[src/rtl/slot_serial_pkg.sv]
package slot_serial_pkg;

    typedef enum logic {
        CH_SINGLE = 1'b0,
        CH_DUAL   = 1'b1
    } ch_mode_e;

    localparam int unsigned WORDS_DUAL   = 5;
    localparam int unsigned WORDS_SINGLE = 3;

endpackage

[src/rtl/slot_serial_edge.sv]
module slot_serial_edge (
    input  logic clk,
    input  logic rst,
    input  logic master_i,
    input  logic sclk_i,
    input  logic fsync_i,
    output logic sclk_o,
    output logic rise_o,
    output logic fall_o,
    output logic ext_fs_o
);

    typedef struct packed {
        logic sclk;
        logic s1;
        logic s2;
        logic fs1;
    } edge_st_t;

    edge_st_t st_d, st_q;

    always_comb begin
        st_d = st_q;
        if (master_i) begin
            st_d.sclk = ~st_q.sclk;
            st_d.s1   = 1'b0;
            st_d.s2   = 1'b0;
            st_d.fs1  = 1'b0;
        end else begin
            st_d.sclk = 1'b0;
            st_d.s1   = sclk_i;
            st_d.s2   = st_q.s1;
            st_d.fs1  = fsync_i;
        end
    end

    always_ff @(posedge clk) begin
        if (rst) st_q <= '0;
        else     st_q <= st_d;
    end

    // An event asserted in this cycle takes effect on the next system edge,
    // together with the generated serial clock transition in master mode.
    assign sclk_o   = st_q.sclk;
    assign rise_o   = master_i ? ~st_q.sclk : (st_q.s1 & ~st_q.s2);
    assign fall_o   = master_i ?  st_q.sclk : (~st_q.s1 & st_q.s2);
    assign ext_fs_o = st_q.fs1;

endmodule

[src/rtl/slot_serial_ctl.sv]
module slot_serial_ctl
    import slot_serial_pkg::*;
#(
    parameter int unsigned W = 16
) (
    input  logic     clk,
    input  logic     rst,
    input  logic     master_i,
    input  ch_mode_e mode_i,
    input  logic     smp_rdy_i,
    input  logic     rise_i,
    input  logic     fall_i,
    input  logic     ext_fs_i,
    output logic     fsync_o,
    output logic     load_o,
    output logic     shift_o,
    output logic     active_o,
    output logic     fe_o
);

    localparam int unsigned NB_MAX = WORDS_DUAL * W;
    localparam int unsigned CW     = $clog2(NB_MAX);
    localparam logic [CW-1:0] LAST_DUAL   = CW'(WORDS_DUAL * W - 1);
    localparam logic [CW-1:0] LAST_SINGLE = CW'(WORDS_SINGLE * W - 1);

    typedef struct packed {
        logic          req;
        logic          fs;
        logic          start;
        logic          active;
        ch_mode_e      mode;
        logic [CW-1:0] cnt;
        logic          fe;
    } ctl_st_t;

    ctl_st_t       st_d, st_q;
    logic          samp_fs;
    logic [CW-1:0] last_bit;

    always_comb begin
        st_d     = st_q;
        load_o   = 1'b0;
        shift_o  = 1'b0;
        samp_fs  = master_i ? st_q.fs : ext_fs_i;
        last_bit = (st_q.mode == CH_DUAL) ? LAST_DUAL : LAST_SINGLE;

        if (!master_i) begin
            st_d.req = 1'b0;
            st_d.fs  = 1'b0;
        end

        // Frame sync is honoured only when idle; syncs inside a slot drop.
        if (fall_i && samp_fs && !st_q.active && !st_q.start)
            st_d.start = 1'b1;

        if (rise_i) begin
            if (master_i) begin
                if (st_q.fs) begin
                    st_d.fs = 1'b0;
                end else if (st_q.req && !st_q.active && !st_q.start) begin
                    st_d.fs  = 1'b1;
                    st_d.req = 1'b0;
                end
            end

            if (st_q.start) begin
                st_d.start  = 1'b0;
                st_d.active = 1'b1;
                st_d.mode   = mode_i;
                st_d.cnt    = '0;
                st_d.fe     = 1'b0;
                load_o      = 1'b1;
            end else if (st_q.active) begin
                if (st_q.cnt == last_bit) begin
                    st_d.active = 1'b0;
                    st_d.fe     = 1'b0;
                end else begin
                    st_d.cnt = st_q.cnt + 1'b1;
                    st_d.fe  = ((st_q.cnt + 1'b1) == last_bit);
                    shift_o  = 1'b1;
                end
            end
        end

        if (master_i && smp_rdy_i)
            st_d.req = 1'b1;
    end

    always_ff @(posedge clk) begin
        if (rst) st_q <= '0;
        else     st_q <= st_d;
    end

    assign fsync_o  = st_q.fs;
    assign active_o = st_q.active;
    assign fe_o     = st_q.fe;

endmodule

[src/rtl/slot_serial_shift.sv]
module slot_serial_shift
    import slot_serial_pkg::*;
#(
    parameter int unsigned W = 16
) (
    input  logic         clk,
    input  logic         rst,
    input  logic         load_i,
    input  logic         shift_i,
    input  ch_mode_e     mode_i,
    input  logic [W-1:0] ai_i,
    input  logic [W-1:0] aq_i,
    input  logic [W-1:0] bi_i,
    input  logic [W-1:0] bq_i,
    input  logic [W-1:0] app_i,
    input  logic         app_vld_i,
    output logic         bit_o
);

    localparam int unsigned FW  = WORDS_DUAL * W;
    localparam int unsigned PAD = (WORDS_DUAL - WORDS_SINGLE) * W;

    typedef struct packed {
        logic [FW-1:0] sr;
    } sh_st_t;

    sh_st_t       st_d, st_q;
    logic [W-1:0] trailer;

    always_comb begin
        st_d    = st_q;
        trailer = app_vld_i ? app_i : '0;
        if (load_i) begin
            if (mode_i == CH_DUAL)
                st_d.sr = {ai_i, aq_i, bi_i, bq_i, trailer};
            else
                st_d.sr = {ai_i, aq_i, trailer, {PAD{1'b0}}};
        end else if (shift_i) begin
            st_d.sr = {st_q.sr[FW-2:0], 1'b0};
        end
    end

    always_ff @(posedge clk) begin
        if (rst) st_q <= '0;
        else     st_q <= st_d;
    end

    assign bit_o = st_q.sr[FW-1];

endmodule

[src/rtl/slot_serial_tx.sv]
module slot_serial_tx
    import slot_serial_pkg::*;
#(
    parameter int unsigned W = 16
) (
    input  logic         clk,
    input  logic         rst,
    input  logic         master_i,
    input  logic         dual_i,
    input  logic         sclk_i,
    input  logic         fsync_i,
    input  logic         smp_rdy_i,
    input  logic [W-1:0] ai_i,
    input  logic [W-1:0] aq_i,
    input  logic [W-1:0] bi_i,
    input  logic [W-1:0] bq_i,
    input  logic [W-1:0] app_i,
    input  logic         app_vld_i,
    output logic         sclk_o,
    output logic         fsync_o,
    output logic         sdo_o,
    output logic         sdo_oe_o,
    output logic         fe_o
);

    logic     rise_ev, fall_ev, ext_fs;
    logic     load_s, shift_s, active_s, bit_s;
    ch_mode_e mode_s;

    assign mode_s = dual_i ? CH_DUAL : CH_SINGLE;

    slot_serial_edge edge_i (
        .clk      (clk),
        .rst      (rst),
        .master_i (master_i),
        .sclk_i   (sclk_i),
        .fsync_i  (fsync_i),
        .sclk_o   (sclk_o),
        .rise_o   (rise_ev),
        .fall_o   (fall_ev),
        .ext_fs_o (ext_fs)
    );

    slot_serial_ctl #(.W(W)) ctl_i (
        .clk       (clk),
        .rst       (rst),
        .master_i  (master_i),
        .mode_i    (mode_s),
        .smp_rdy_i (smp_rdy_i),
        .rise_i    (rise_ev),
        .fall_i    (fall_ev),
        .ext_fs_i  (ext_fs),
        .fsync_o   (fsync_o),
        .load_o    (load_s),
        .shift_o   (shift_s),
        .active_o  (active_s),
        .fe_o      (fe_o)
    );

    slot_serial_shift #(.W(W)) shift_i (
        .clk       (clk),
        .rst       (rst),
        .load_i    (load_s),
        .shift_i   (shift_s),
        .mode_i    (mode_s),
        .ai_i      (ai_i),
        .aq_i      (aq_i),
        .bi_i      (bi_i),
        .bq_i      (bq_i),
        .app_i     (app_i),
        .app_vld_i (app_vld_i),
        .bit_o     (bit_s)
    );

    assign sdo_oe_o = active_s;
    assign sdo_o    = active_s & bit_s;

endmodule

[config.mk]
export PLATFORM = sky130hd
export DESIGN_NAME = slot_serial_tx
export DESIGN_NICKNAME = d
export VERILOG_FILES = /design/src/rtl/slot_serial_pkg.sv /design/src/rtl/slot_serial_edge.sv /design/src/rtl/slot_serial_ctl.sv /design/src/rtl/slot_serial_shift.sv /design/src/rtl/slot_serial_tx.sv
export SDC_FILE = /design/constraint.sdc
export NUM_CORES = 1
export LEC_CHECK = 0
export ABC_AREA = 1
export CORE_MARGIN = 4
export CORE_UTILIZATION = 25
export DETAILED_ROUTE_END_ITERATION = 6
export DONT_BUFFER_PORTS = 1
export SLEW_MARGIN = 20
export SYNTH_ARGS = -nofsm -noshare
export SYNTH_HDL_FRONTEND = slang
export SYNTH_SLANG_ARGS = --single-unit
[constraint.sdc]
create_clock -name clk -period 1.75 [get_ports clk]
set_input_delay 0.175 -clock clk [delete_from_list [all_inputs] [get_ports clk]]
set_output_delay 0.175 -clock clk [all_outputs]
set_load 0.005 [all_outputs]
# After elaboration in Yosys (flattened, before gate mapping)
# Cells that the tools add are included.
[totals]
ff_bits = 97
inputBits = 88
wordCells = 68
output_inout_bits = 5
[op_classes]
n_bitwise = 7
add_sub_neg = 1
n_eq_ne = 3
n_reduce_logical = 15
mux = 30
[ops]
columns = ["cell", "count"]
rows = [
  ["80-bit two-way mux", 2],
  ["48-bit two-way mux", 1],
  ["1-bit two-way mux", 18],
  ["16-bit two-way mux", 1],
  ["8-bit two-way mux", 2],
  ["7-bit equality test", 2],
  ["7-bit two-way mux", 2],
  ["13-bit two-way mux", 1],
  ["7-bit by 1-bit adder with 7-bit output, second input constant", 1],
  ["1-bit logical AND", 6],
  ["2-bit two-way mux", 3],
  ["1-bit inverter", 4],
  ["2-bit AND reduction", 2],
  ["2-bit nonzero test", 2],
  ["2-bit OR reduction", 2],
  ["1-bit bitwise AND", 3],
  ["3-bit AND reduction", 1],
  ["1-bit zero test", 2],
  ["2-bit by 1-bit inequality test with 1-bit output, second input constant", 1],
]

# Longest topological paths before layout
[logic_depth]
word_depth = 10
mapped_depth = 11
depth_no_buf = 9

# By module
# A second synthesis with hierarchy kept.
[hier_totals]
hier_cells = 695
hier_area_um2 = 4758.3
[modules_own_cells]
columns = ["mod", "seq_area_each_um2", "cells_each", "area_each_um2", "instances"]
rows = [
  ["slot_serial_shift", 1601.5, 550, 3811.2, 1],
  ["slot_serial_ctl", 260.2, 121, 787.0, 1],
  ["slot_serial_edge", 80.1, 22, 152.6, 1],
  ["slot_serial_tx", 0.0, 2, 7.5, 1],
]

# Worst setup path before layout
# Ideal clock, no wire load.
[synth_path]
kind = "reg2reg"
start = "register ctl_i.st_q[1] in the netlist's numbering"
end = "register ctl_i.st_q[6] in the netlist's numbering"
path_slack_ps = 91
t_arrival_ps = 1543
required_time_ps = 1634
path_stages_with_launch = 11
period_less_slack_ps = 1659
setup_ps = 116
n_path_buf = 1
path_cell_list = "dfxtp_1 ha_1 nand2_1 inv_2 nand3b_1 nand3b_1 nand2_2 buf_4 clkinv_1 nor2_1 nor2_1"
[synth_via]
elab_chain_len = 4
elab_cells_between_ends = 7
cone_classes = "add/sub: 1; eq/ne: 2; mux: 3; reduce/logical: 1"
[synth_lines]
columns = ["item", "line_no", "rtl"]
rows = [
  ["from (decl)", "slot_serial_ctl.sv:36", "ctl_st_t st_d, st_q;"],
  ["from (signal assigned)", "slot_serial_ctl.sv:91", "else st_q <= st_d;"],
  ["7-bit by 1-bit adder with 7-bit output", "slot_serial_ctl.sv:78", "st_d.cnt = st_q.cnt + 1'b1;"],
  ["7-bit two-way mux", "slot_serial_ctl.sv:74", "if (st_q.cnt == last_bit) begin"],
  ["8-bit two-way mux", "slot_serial_ctl.sv:73", "end else if (st_q.active) begin"],
  ["8-bit two-way mux", "slot_serial_ctl.sv:66", "if (st_q.start) begin"],
]
# Parallel ways exist; a longest one is shown, timed or not. The select of a mux whose other input is x is not followed.
# A chain may end at the register's enable or synchronous reset.

# Final worst setup path
[layout_path]
start = "register ctl_i.st_q[6] in the netlist's numbering"
end = "register shift_i.st_q[46] in the netlist's numbering"
[layout_via]
elab_chain_len = 6
[layout_lines]
columns = ["item", "line_no", "rtl"]
rows = [
  ["7-bit equality test", "slot_serial_ctl.sv:74", ""],
  ["1-bit two-way mux", "slot_serial_ctl.sv:74", ""],
  ["1-bit two-way mux", "slot_serial_ctl.sv:73", ""],
  ["1-bit two-way mux", "slot_serial_ctl.sv:66", ""],
  ["1-bit two-way mux", "slot_serial_ctl.sv:56", "if (rise_i) begin"],
  ["2-bit nonzero test (no source line)", "n/a", ""],
  ["to (signal assigned)", "slot_serial_shift.sv:45", "else st_q <= st_d;"],
  ["to (decl)", "slot_serial_shift.sv:27", "sh_st_t st_d, st_q;"],
]
# Every way passes these cells.

==> load_flow_metrics.sql <==
INSERT INTO impl_metrics (metric_group, metric, value, unit) VALUES
('drt', 'detailroute.via_count', '5124', ''),
('global_routing', 'grt.total_usage', '10.8', '%'),
('sta', 'maxSlewHeadroom', '64.3', '%'),
('global_routing', 'grt_pass1_vias', '4404', ''),
('power', 'worst_ir_drop_vdd', '434', 'uV'),
('setup_path', 'setup.worst_path.class', 'flip-flop to flip-flop', ''),
('yosys', 'synthesis.area_per_instance', '5.87', 'sq um'),
('cells_and_area', 'fillCellCount', '2267', ''),
('die', 'row_count', '52', ''),
('power', 'power.static_leakage', '3.04', 'nW'),
('yosys', 'largest_family_of_logic_cells_by_synthesized_area', 'simple AND/OR/NAND/NOR gates', ''),
('yosys', 'cell_type_with_the_largest_total_area_after_synthesis', 'dfxtp_1', ''),
('global_routing', 'antenna_violations_before_repair', '0', ''),
('drt', 'detail_route.vias_per_cell', '4.33', ''),
('drt', 'drc_marker_count_from_the_first_detailed_route_iteration', '237', ''),
('yosys', 'post_synth_fa_ha_maj_area_fraction', '0.474', '%'),
('clocking', 'cts_max_level', '3', ''),
('global_routing', 'grt_first_pass_wirelength', '21200', 'um'),
('yosys', 'ys_seq_elements', '97', ''),
('power', 'pwrdens', '652', 'nW/um^2'),
('setup_path', 'critical-path-slowest-cell', 'dfxtp_1', ''),
('sta', 'worst_hold_slack', '0.0233', 'ns'),
('setup_path', 'timing.critical_path.fanout_max', '6', ''),
('setup_path', 'critPathLaunchType', 'flip-flop', ''),
('flow_run', 'max_cap_viol_count', '0', ''),
('clocking', 'clk_pin_slew', '0.07', 'ns'),
('yosys', 'syn_inst_count', '898', ''),
('sta', 'finalHoldViolations', '0', ''),
('die', 'placeableCoreArea', '20500', 'sq um'),
('yosys', 'synth_xor_xnor_area_share', '0.166', '%'),
('setup_path', 'crit_path_end_kind', 'flip-flop', ''),
('die', 'initial_utilization', '25.7', '%'),
('sta', 'setup_repair_after_global_routing_missed_its_margin', 'yes', ''),
('setup_path', 'crit_required', '2.00', 'ns'),
('status', 'run_status', 'complete, no violations', ''),
('sta', 'finalWorstSetupSlack', '0.0530', 'ns'),
('global_routing', 'grt_max_degree', '77', ''),
('clocking', 'clock_tree.buffer_depth', '2', ''),
('setup_path', 'worstPathCellList', 'inv_1 -> o21ai_0 -> nand3b_1 -> nand2_4 -> buf_12 -> buf_8 -> clkbuf_16 -> nand2_2 -> nand2_1 -> nor2_1', ''),
('clocking', 'cts_tree', 'built', ''),
('yosys', 'yosysSeqAreaShare', '36.8', '%'),
('die', 'die_area', '23500', 'sq um'),
('sta', 'worst_clock_skew', '0.0127', 'ns'),
('yosys', 'yosys.area_share.simple', '38.6', '%'),
('yosys', 'syn_area', '5270', 'sq um'),
('yosys', 'synth_top_area_share', '36.8', '%'),
('yosys', 'synth-warning-count', '0', ''),
('clocking', 'clockRootBuffer', 'clkbuf_16', ''),
('yosys', 'synth-main-ff-cell', 'dfxtp_1', ''),
('yosys', 'post_synth_num_cell_types', '25', ''),
('setup_path', 'worst_ep_arrival_time', '1.94', 'ns'),
('sta', 'final.min_clock_period', '1.70', 'ns'),
('yosys', 'muxShareOfSynthArea', '0', '%'),
('cells_and_area', 'num_antenna_cells', '0', ''),
('clocking', 'cts_buffers', '9', ''),
('yosys', 'synth.top_cells.by_area', 'dfxtp_1 37%, nand2_1 22%, nor2_1 14%, o21ai_0 9.7%, inv_1 6.5%', ''),
('sta', 'report.final.slew_viol_count', '0', ''),
('yosys', 'syn_nets', '988', ''),
('die', 'num_io_pins', '93', ''),
('placed_design', 'port_buffers', '0', ''),
('power', 'power', '0.00430', 'W'),
('placed_design', 'dp_slack', '0.0535', 'ns'),
('drt', 'avgRoutedWirePerCell', '12.7', 'um'),
('sta', 'fmaxAchievable', '589', 'MHz'),
('setup_path', 'maximum_cell_stage_delay_along_the_critical_path', '0.45', 'ns'),
('yosys', 'synth_edf_count', '0', ''),
('clocking', 'clock_latency', '0.35', 'ns'),
('hold_path', 'min-delay-path-class', 'input pin to flip-flop', ''),
('drt', 'final_antenna_net_count', '0', ''),
('sta', 'finalCritPeriodShare', '97.0', '%'),
('drt', 'firstDrtPassIters', '4', '');
## cell families after synthesis
| kind of cell | count (synthesis) |
|---|---|
| compound gates | 117 |
| xor+xnor | 1 |
| fa+ha+maj | 2 |
| buf+inv | 148 |
| flops | 97 |
| simple gates | 533 |
## worst max-delay path: cells and delay by family (launching register included)
kind | cells | cell delay, ns
AO/OA/AOI/OAI | 1 | 0.19
flip-flops | 1 | 0.45
buffers and inverters | 4 | 0.56
AND/OR/NAND/NOR | 5 | 0.40
## timing repair
action / in CTS / in global routing
endpoints found under the setup margin: 0 / 87
hold endpoints to repair: 10 / 0
resized for setup: 0 / 107
hold buffers: 6 / 0
buffers inserted: 0 / 11
## report_power, final
group / internal (W) / total, W / switching, W
clock: 0.000967 / 0.00187 / 0.000899
combinational: 0.0000733 / 0.000204 / 0.000131
sequential: 0.00222 / 0.00223 / 0.00000600
## final timing paths
| path | startpoint | to | slack (ns) | cells after the start |
|---|---|---|---|---|
| setup / recovery | ctl_i.st_q[6] | shift_i.st_q[46] | 0.05 | 10 |
| hold / removal | app_i[0] | shift_i.st_q[0] | 0.02 | 2 |
| setup reg to reg | ctl_i.st_q[6] | shift_i.st_q[46] | 0.05 | 10 |
| hold reg to reg | edge_i.st_q[2] | edge_i.st_q[1] | 0.45 | 2 |
## metal layers
layer / GRT usage [%] / wire length, um / share of wire, %
met5: 0 / 0 / 0
met4: 3.18 / 264 / 1.8
met3: 2.66 / 801 / 5.3
met2: 16.8 / 6650 / 44
met1: 14.9 / 7340 / 49
## flip-flops by register name (all words and copies together) (netlist names)
| register | flops |
|---|---|
| ctl_i.active_o | 1 |
| shift_i.st_q | 80 |
| ctl_i.fe_o | 1 |
| edge_i.ext_fs_o | 1 |
| ctl_i.st_q | 10 |
| edge_i.st_q | 2 |
| edge_i.sclk_o | 1 |
| ctl_i.fsync_o | 1 |
## layout make-up
class	count	area [sq um]	area share, %
clock buffer	10	229	3.47
multi-input combinational	653	2920	44.4
tap	270	338	5.12
inverter	96	365	5.54
timing repair buffer	51	746	11.3
clock inverter	6	45.0	0.683
sequential	97	1950	29.5
## metrics by stage
stage / instances / area, sq um
finish: 1183 / 6590
global route: 1183 / 6590
CTS: 1156 / 5870
detailed placement: 1134 / 5530
global placement: 1134 / 5530
floorplan: 898 / 5270
## synth_stat cells, drive strengths merged, types with 2 or more instances
cell type	number
clkbuf	25
o21ai	104
nand2	317
nand3b	2
dfxtp	97
nand4	3
inv	95
nor2	201
nand3	9
a21oi	11
buf	27
ha	2
## layout by cell type (no fill, tap or decap)
cell type / n
nand2_1: 285
nor2_1: 159
o21ai_0: 101
dfxtp_1: 94
inv_1: 91
nor2_2: 33
nand2_2: 28
clkbuf_16: 17
buf_4: 13
a21oi_1: 10
buf_6: 10
nor2_4: 9
nand3_1: 9
buf_12: 8
dlygate4sd3_1: 6
nand2_4: 4
clkinvlp_4: 4
buf_8: 4
inv_2: 3
nand4_1: 3
dfxtp_2: 3
nand3b_1: 2
clkinv_2: 2
o21ai_1: 2
clkinv_4: 2
buf_16: 2
o21ai_2: 1
a21oi_2: 1
nor3_1: 1
xor2_1: 1
o21bai_1: 1
o2111ai_1: 1
ha_1: 1
ha_4: 1
clkbuf_1: 1
Power figures use the tool's default switching activity.
